<file path="config.mk">
export PLATFORM = sky130hd
export DESIGN_NAME = rx_irq_coalescer
export DESIGN_NICKNAME = d
export VERILOG_FILES = /design/src/rtl/irq_coal_pkg.sv /design/src/rtl/coal_core.sv /design/src/rtl/status_bits.sv /design/src/rtl/rx_irq_coalescer.sv
export SDC_FILE = /design/constraint.sdc
export NUM_CORES = 1
export LEC_CHECK = 0
export BUFFER_PORTS_ARGS = -buffer_cell sky130_fd_sc_hd__clkbuf_2
export CORE_MARGIN = 3
export CORE_UTILIZATION = 52
export CTS_CLUSTER_DIAMETER = 120
export DETAILED_ROUTE_END_ITERATION = 10
export GPL_TIMING_DRIVEN = 0
export PLACE_DENSITY = 0.76
export SYNTH_ARGS = -nofsm -noshare
export SYNTH_HDL_FRONTEND = slang
export SYNTH_SLANG_ARGS = --single-unit
</file>
<file path="constraint.sdc">
create_clock -name clk -period 5.8 [get_ports clk]
set_input_delay 1.45 -clock clk [delete_from_list [all_inputs] [get_ports clk]]
set_output_delay 1.45 -clock clk [all_outputs]
set_load 0.1 [all_outputs]
</file>
<file path="src/rtl/irq_coal_pkg.sv">
// Shared constants of the interrupt coalescing controller: register byte
// addresses, status and enable bit positions, reset values.
package irq_coal_pkg;
    localparam logic [7:0] ADDR_STAT = 8'h00;
    localparam logic [7:0] ADDR_ENA  = 8'h04;
    localparam logic [7:0] ADDR_COAL = 8'h08;

    localparam int BIT_RX_ONE  = 0;
    localparam int BIT_TX_ONE  = 1;
    localparam int BIT_DRAINED = 6;
    localparam int BIT_RX_MULT = 7;
    localparam int BIT_PORT_EN = 18;
    localparam int BIT_GLB_EN  = 19;
    localparam int THR_LSB     = 24;
    localparam int THR_W       = 8;
    localparam int NEV         = 8;

    // Bits that are write-1-to-clear latches (bit 0 is derived from the count)
    localparam logic [NEV-1:0] STICKY_MASK = 8'b1100_0010;

    localparam logic [THR_W-1:0] THR_RESET = 8'd8;
    localparam int               TMO_RESET = 'h74;
endpackage

</file>
<file path="src/rtl/coal_core.sv">
// Counts received frames that software has not yet taken and times the idle
// gap since the latest arrival. Raises multi_set for one cycle when the count
// reaches the threshold or the idle timer expires with frames still waiting.
// Assumes rx_pulse and consume are single-cycle strobes.
module coal_core #(
    parameter int PEND_W = 8,
    parameter int TMO_W  = 16,
    parameter int THR_W  = 8
) (
    input  logic             clk,
    input  logic             rst_n,
    input  logic             rx_pulse,
    input  logic             consume,
    input  logic [THR_W-1:0] thr,
    input  logic [TMO_W-1:0] tmo,
    output logic             pending,
    output logic             multi_set
);
    localparam logic [PEND_W-1:0] PEND_MAX = '1;
    localparam int               CMP_W    = 32;

    logic [PEND_W-1:0] pend_q, pend_d;
    logic [TMO_W-1:0]  tmr_q;
    logic              inc, dec, thr_hit, tmo_hit;

    // Next waiting count, saturating at the top
    always_comb begin
        dec    = consume && (pend_q != '0);
        inc    = rx_pulse && ((pend_q != PEND_MAX) || dec);
        pend_d = pend_q + PEND_W'(inc) - PEND_W'(dec);
    end

    // Threshold and timeout triggers for the merged event
    always_comb begin
        thr_hit = rx_pulse && (thr != '0) &&
                  (CMP_W'(pend_d) >= CMP_W'(thr));
        tmo_hit = (pend_q != '0) && !rx_pulse && (tmo != '0) &&
                  (({1'b0, tmr_q} + (TMO_W+1)'(1)) >= {1'b0, tmo});
        multi_set = thr_hit || tmo_hit;
    end

    // Waiting-frame counter
    always_ff @(posedge clk) begin
        if (!rst_n) pend_q <= '0;
        else        pend_q <= pend_d;
    end

    // Idle timer: restarts on arrival or expiry, held at zero when idle
    always_ff @(posedge clk) begin
        if (!rst_n)                                   tmr_q <= '0;
        else if (rx_pulse || pend_q == '0 || tmo_hit) tmr_q <= '0;
        else                                          tmr_q <= tmr_q + 1'b1;
    end

    assign pending = (pend_q != '0);


    pend_sat_chk: assert property (@(posedge clk) disable iff (!rst_n)
        (pend_q == PEND_MAX && rx_pulse && !consume) |=> (pend_q == PEND_MAX));

    pend_take_chk: assert property (@(posedge clk) disable iff (!rst_n)
        (consume && !rx_pulse && pend_q != '0) |=> (pend_q == $past(pend_q) - PEND_W'(1)));

    tmr_idle_chk: assert property (@(posedge clk) disable iff (!rst_n)
        (pend_q == '0) |=> (tmr_q == '0));
endmodule

</file>
<file path="src/rtl/status_bits.sv">
// Write-1-to-clear event latches. One flop per bit selected in MASK; other
// bits read as 0. A set in the same cycle as a clear wins.
module status_bits #(
    parameter int            NB   = 8,
    parameter logic [NB-1:0] MASK = '1
) (
    input  logic          clk,
    input  logic          rst_n,
    input  logic [NB-1:0] set_i,
    input  logic [NB-1:0] clr_i,
    output logic [NB-1:0] q
);
    for (genvar i = 0; i < NB; i++) begin : g_bit
        if (MASK[i]) begin : g_flop
            logic b_q;
            // Latch the event, clear on write-1, set has priority
            always_ff @(posedge clk) begin
                if (!rst_n) b_q <= 1'b0;
                else        b_q <= set_i[i] | (b_q & ~clr_i[i]);
            end
            assign q[i] = b_q;


            set_wins_chk: assert property (@(posedge clk) disable iff (!rst_n)
                set_i[i] |=> q[i]);
        end else begin : g_none
            assign q[i] = 1'b0;
        end
    end
endmodule

</file>
<file path="src/rtl/rx_irq_coalescer.sv">
// Top of the interrupt coalescing controller. Decodes the register bus,
// holds the enable and coalescing registers, merges event pulses into the
// status latches and drives the level interrupt. Assumes one bus write per
// cycle at most and single-cycle event pulses.
module rx_irq_coalescer
    import irq_coal_pkg::*;
#(
    parameter int PEND_W = 8,
    parameter int TMO_W  = 16
) (
    input  logic        clk,
    input  logic        rst_n,
    input  logic [7:0]  bus_addr,
    input  logic        bus_wr,
    input  logic [31:0] bus_wdata,
    output logic [31:0] bus_rdata,
    input  logic        ev_rx_frame,
    input  logic        ev_tx_frame,
    input  logic        ev_tx_drained,
    output logic        irq
);
    logic [NEV-1:0]   ena_q;
    logic             port_en_q, glb_en_q;
    logic [THR_W-1:0] thr_q;
    logic [TMO_W-1:0] tmo_q;
    logic [NEV-1:0]   set_vec, clr_vec, sticky, stat_vec;
    logic             pending, multi_set, consume;
    logic             wr_stat, wr_ena, wr_coal;
    logic             unused_wdata;

    assign unused_wdata = ^bus_wdata;

    // Write strobes per register
    always_comb begin
        wr_stat = bus_wr && (bus_addr == ADDR_STAT);
        wr_ena  = bus_wr && (bus_addr == ADDR_ENA);
        wr_coal = bus_wr && (bus_addr == ADDR_COAL);
        clr_vec = wr_stat ? bus_wdata[NEV-1:0] : '0;
        consume = clr_vec[BIT_RX_ONE];
    end

    // Enable register
    always_ff @(posedge clk) begin
        if (!rst_n) begin
            ena_q     <= '0;
            port_en_q <= 1'b0;
            glb_en_q  <= 1'b0;
        end else if (wr_ena) begin
            ena_q     <= bus_wdata[NEV-1:0];
            port_en_q <= bus_wdata[BIT_PORT_EN];
            glb_en_q  <= bus_wdata[BIT_GLB_EN];
        end
    end

    // Coalescing register
    always_ff @(posedge clk) begin
        if (!rst_n) begin
            thr_q <= THR_RESET;
            tmo_q <= TMO_W'(TMO_RESET);
        end else if (wr_coal) begin
            thr_q <= bus_wdata[THR_LSB +: THR_W];
            tmo_q <= bus_wdata[TMO_W-1:0];
        end
    end

    coal_core #(.PEND_W(PEND_W), .TMO_W(TMO_W), .THR_W(THR_W)) u_core (
        .clk       (clk),
        .rst_n     (rst_n),
        .rx_pulse  (ev_rx_frame),
        .consume   (consume),
        .thr       (thr_q),
        .tmo       (tmo_q),
        .pending   (pending),
        .multi_set (multi_set)
    );

    // Route event pulses to their status positions
    always_comb begin
        set_vec              = '0;
        set_vec[BIT_TX_ONE]  = ev_tx_frame;
        set_vec[BIT_DRAINED] = ev_tx_drained;
        set_vec[BIT_RX_MULT] = multi_set;
    end

    status_bits #(.NB(NEV), .MASK(STICKY_MASK)) u_stat (
        .clk   (clk),
        .rst_n (rst_n),
        .set_i (set_vec),
        .clr_i (clr_vec),
        .q     (sticky)
    );

    assign stat_vec = sticky | NEV'(pending);

    // Register read mux
    always_comb begin
        bus_rdata = '0;
        case (bus_addr)
            ADDR_STAT: bus_rdata[NEV-1:0] = stat_vec;
            ADDR_ENA: begin
                bus_rdata[NEV-1:0]   = ena_q;
                bus_rdata[BIT_PORT_EN] = port_en_q;
                bus_rdata[BIT_GLB_EN]  = glb_en_q;
            end
            ADDR_COAL: begin
                bus_rdata[THR_LSB +: THR_W] = thr_q;
                bus_rdata[TMO_W-1:0]        = tmo_q;
            end
            default: bus_rdata = '0;
        endcase
    end

    // Interrupt line: masked status, gated by port and global enables
    assign irq = (|(stat_vec & ena_q)) && port_en_q && glb_en_q;


    rx_sets_ready_chk: assert property (@(posedge clk) disable iff (!rst_n)
        ev_rx_frame |=> stat_vec[BIT_RX_ONE]);
endmodule

</file>
# Word level (Yosys, flattened, before mapping)
# Index checks and enable logic that the tools add are counted.
[word_totals]
ff_bits = 61
output_inout_bits = 33
[classes]
n_addsub = 4
order_cmp = 2
eq_ne = 3
n_mux = 5
n_bitwise = 12
n_reduce_logical = 24
[op_table]
columns = ["op", "count"]
rows = [
  ["two-way mux 8 bit", 3],
  ["case mux 8 bit (3 select lines)", 1],
  ["adder 16 x 1 -> 17 bit, second input constant", 1],
  ["greater-or-equal comparator 17 x 16 -> 1 bit", 1],
  ["adder 16 x 1 -> 16 bit, second input constant", 1],
  ["zero test 8 bit", 2],
  ["nonzero test 16 bit", 1],
  ["nonzero test 8 bit", 2],
  ["logical AND 1 bit", 12],
  ["adder 8 x 1 -> 8 bit", 1],
  ["AND 8 bit", 1],
  ["== test 8 x 3 -> 1 bit, second input constant", 1],
  ["== test 8 x 4 -> 1 bit, second input constant", 1],
  ["greater-or-equal comparator 8 bit", 1],
  ["inequality test 8 bit, second input constant", 1],
  ["OR 8 x 1 -> 8 bit", 1],
  ["OR reduction 8 bit", 1],
  ["subtractor 8 x 1 -> 8 bit", 1],
  ["logical OR 1 bit", 4],
  ["inverter 1 bit", 4],
  ["AND 1 bit", 3],
  ["OR 1 bit", 3],
  ["two-way mux 2 bit", 1],
  ["OR reduction 2 bit", 1],
  ["zero test 1 bit", 1],
]

# Depth between registers and ports, before layout
[logic_depth]
ltp_word = 12
depth_mapped = 19
depth_no_buf = 19

# Cells and area by module
# From an unflattened synthesis, not the netlist that was laid out.
[hier_totals]
hier_cells = 494
area_unflattened_um2 = 4180.3
[by_module_without_submodules]
columns = ["module", "instances", "cells_each", "area_each_um2"]
rows = [
  ["coal_core", 1, 250, 2059.5],
  ["rx_irq_coalescer", 1, 226, 1933.1],
  ["status_bits", 1, 18, 187.7],
]

# Worst setup path after synthesis
# OpenSTA, ideal clock, no wires.
[synth_path]
kind = "input to register"
startpoint = "in bus_addr[7]"
endpoint = "reg u_stat.g_bit[7].g_flop.b_q"
setup_ns = 0.132
arrival_time_ns = 4.656
required_ns = 5.668
setup_slack_ns = 1.013
cell_stages = 19
path_buffers = 0
path_cell_list = "nor4_2 -> nand2_1 -> nor4b_2 -> and3_1 -> ha_1 -> inv_1 -> ha_1 -> inv_1 -> fa_1 -> nor2b_1 -> o21a_1 -> o21ai_0 -> a21oi_1 -> nor2_1 -> xnor2_1 -> ha_1 -> o21a_1 -> o2111ai_1 -> o211ai_1"
[synth_via]
elab_chain_len = 12
elab_cells_between_ends = 14
[synth_lines]
columns = ["item", "line", "text"]
rows = [
  ["start, declared", "rx_irq_coalescer.sv:13", "input logic [7:0] bus_addr,"],
  ["zero test 8 bit (*)", "rx_irq_coalescer.sv:35", "wr_stat = bus_wr && (bus_addr == ADDR_STAT);"],
  ["logical AND 1 bit (*)", "rx_irq_coalescer.sv:35", ""],
  ["two-way mux 8 bit (*)", "rx_irq_coalescer.sv:38", "clr_vec = wr_stat ? bus_wdata[NEV-1:0] : '0;"],
  ["logical AND 1 bit (*)", "coal_core.sv:28", "dec = consume && (pend_q != '0);"],
  ["logical OR 1 bit", "coal_core.sv:29", "inc = rx_pulse && ((pend_q != PEND_MAX) || dec);"],
  ["logical AND 1 bit", "coal_core.sv:29", ""],
  ["adder 8 x 1 -> 8 bit", "coal_core.sv:30", "pend_d = pend_q + PEND_W'(inc) - PEND_W'(dec);"],
  ["subtractor 8 x 1 -> 8 bit (*)", "coal_core.sv:30", ""],
  ["net u_core.pend_d[6]", "coal_core.sv:22", "logic [PEND_W-1:0] pend_q, pend_d;"],
  ["greater-or-equal comparator 8 bit (*)", "coal_core.sv:36", "(CMP_W'(pend_d) >= CMP_W'(thr));"],
  ["logical AND 1 bit (*)", "coal_core.sv:35", "thr_hit = rx_pulse && (thr != '0) &&"],
  ["logical OR 1 bit (*)", "coal_core.sv:39", "multi_set = thr_hit || tmo_hit;"],
  ["OR 1 bit (*)", "status_bits.sv:19", "else b_q <= set_i[i] | (b_q & ~clr_i[i]);"],
  ["end signal, assigned", "status_bits.sv:19", ""],
  ["end, declared", "status_bits.sv:15", "logic b_q;"],
]
# The timed path passes the listed nets; every way through them passes the cells marked *.
# A chain may end at the register's enable or synchronous reset.

# Worst setup path after layout
# Same ends and word-level chain as after synthesis.

==> results.ini <==
[sta]
finalSetupTns_ns=0
fin_skew_ns=0.00774
rsz0062_at_grt=false
slew_viol_final=0
finalSetupViolCount=0
relSlewSlack_pct=64.1
min_period_over_period_pct=88.3
finalCriticalPeriod_ns=5.12
fmax_mhz=195
worstMarginPinSlew_ns=0.534
hold_violations=0

[layout]
diodes=0
syn2layout_area_growth_pct=16.6
final_common_cell=nand2_1
most-common-layout-cells=nand2_1, clkbuf_2, dfxtp_1
final_layout_size_suffix_gt1_share_pct=18.1
utilization_pct=63.7
fin_nets=642

[clocking]
cts_tree=built
cts_setup_buffers=0
clkTransAtPathRegs_ns=0.06
worstSkewPairLatency_ns=0.33
cts-root-buf=clkbuf_8
hold_buffers=0
cts.path.max_buffers=2
cts_buffers=9
cts_resized=0
h-tree-depth=3
cts.sinks=61

[synth]
post_synth_num_cell_types=50
netlist_area_um2=3790
synth_cells=475
synth_compound_area_share_pct=15.0
synth_top_family_by_area=simple AND/OR/NAND/NOR gates
ys_seq_area_share_pct=32.2
synth_async_sr_flop_share_pct=0
synthXorXnorAreaFrac_pct=4.62
ys_ff_latch=61
yosys.area_share.simple_pct=25.8
ys_warn_count=0
synth-edff-count=0
synth_fa_ha_area_share_pct=13.4
synthFlopType=dfxtp_1
synth_mux_area_share_pct=1.06
avgSynthCellArea_um2=7.98

[detailed_routing]
ant_nets=0
drtIter0Drc=215
firstDrtPassIters=4
routed_wl_um=8740
vias=3400
vias_per_cell=5.19
post_drt_wl_per_cell_um=13.3
drc=0

[placed_design]
hpwl_um=6940
gp_congestion=0.919
io_buffers=65

[floorplan]
start_util_pct=54.6
die-area_um2=8350
die_h_um=91.4
die_width_um=91.4
coreArea_um2=6940
ios=79
row_count=30

[critical_path]
start_kind=input pin
path_class=input pin to flip-flop
critPathRequiredTime_ns=6.00
critPathArrivalTime_ns=5.32
path_max_fanout=6
end_kind=flip-flop

[power]
p_per_area_nw_per_um2=275
peakVddDrop_uv=151
power.leakage_nw=1.97
finalPower_mw=1.22

[flow_run]
maxCapViolations=0

[grt]
antenna_found_initial=0
grt_pass1_wl_um=15200
grt_pass1_vias=3317
overflow=0
grt_max_degree=11
grt.total_usage_pct=22.2

[run_status]
outcome=finished clean

[hold_path]
min_path_type=flip-flop to flip-flop

-- metrics by stage --
step	hold slack (ns)	area (µm²)	worst slack, ns	cells
floorplan	0.444	3810	1.01	480
global placement	0.451	4260	0.427	641
detailed placement	0.458	4260	0.300	641
CTS	0.466	4420	0.614	655
global route	0.502	4420	0.344	655
finish	0.467	4420	0.680	655
-- where the power goes --
part | switching [mW] | leakage [nW] | internal, mW | total, mW
Sequential | 0.0189 | 0.495 | 0.445 | 0.464
Combinational | 0.234 | 1.39 | 0.193 | 0.428
Clock | 0.152 | 0.0881 | 0.172 | 0.324
-- critical path, stage by stage --
cell and delay, ns:
clkbuf_2 0.09, nor4_2 0.30, nand2_1 0.23, nor4b_2 0.42, and3_1 0.25, ha_1 0.23, inv_1 0.06, ha_1 0.16
inv_1 0.05, fa_1 0.53, inv_1 0.06, ha_1 0.27, a21o_1 0.16, a211oi_1 0.30, o21bai_1 0.12, a2111oi_0 0.51
o211ai_1 0.13
-- cells in the mapped netlist, drive strengths merged, types with 2 or more instances --
master / instances / area (µm²)
o21a: 2 / 15.0
a22o: 4 / 35.0
o21ai: 7 / 35.0
and3b: 2 / 17.5
nand2: 89 / 334
a211oi: 2 / 15.0
nor3b: 3 / 27.5
a21o: 4 / 32.5
and3: 3 / 18.8
a21boi: 29 / 218
mux2i: 4 / 40.0
xor2: 8 / 70.1
nand4: 4 / 25.0
a21oi: 17 / 96.4
nor2b: 5 / 31.3
nor2: 35 / 131
dfxtp: 61 / 1220
inv: 41 / 154
xnor2: 12 / 105
and4: 3 / 27.5
nor4: 7 / 50.1
nand2b: 3 / 18.8
nand3: 20 / 100
o211ai: 6 / 45.0
and2: 25 / 156
clkbuf: 10 / 37.5
buf: 14 / 103
nor3: 3 / 15.0
ha: 39 / 488
-- path summary, 6_finish.rpt --
path	start	endpoint	slack, ns	cells after the start
worst max register to register	u_core.pend_q[4]	u_stat.g_bit[7].g_flop.b_q	2.07	16
worst min-delay path	ena_q[4]	ena_q[4]	0.47	2
worst max-delay path	bus_addr[7]	u_stat.g_bit[7].g_flop.b_q	0.68	17
worst min register to register	ena_q[4]	ena_q[4]	0.47	2
-- registers in the layout, summed over array words and instances (netlist names) --
| signal | flops |
|---|---|
| port_en_q | 1 |
| thr_q | 8 |
| u_core.pend_q | 8 |
| glb_en_q | 1 |
| tmo_q | 16 |
| u_stat.g_bit.g_flop.b_q | 3 |
| ena_q | 8 |
| u_core.tmr_q | 16 |
-- per-layer routing --
layer / vias up / share of wire (%) / GRT usage [%] / wire length [µm]
li1: 1735 / - / - / -
met1: 1521 / 47 / 30.3 / 4140
met2: 131 / 44 / 35.0 / 3830
met3: 13 / 7.2 / 4.39 / 630
met4: 0 / 1.5 / 7.54 / 132
met5: - / 0 / 0 / 0
-- area by class of cell --
| class | count | area [µm²] |
|---|---|---|
| plain buffers | 24 | 140 |
| clock inverters | 2 | 10.0 |
| multi-input cells | 354 | 2290 |
| clock buffers | 12 | 155 |
| flip-flops and latches | 61 | 1220 |
| inverters | 41 | 154 |
| fillers | 618 | 2520 |
| repair buffers | 65 | 325 |
| well taps | 96 | 120 |
-- logic make-up after synthesis --
| logic type | Yosys count |
|---|---|
| fa+ha+maj | 40 |
| compound gates | 80 |
| mux | 4 |
| flops | 61 |
| other cells | 1 |
| buf+inv | 65 |
| simple gates | 204 |
| xor+xnor | 20 |
Power figures use the tool's default switching activity.
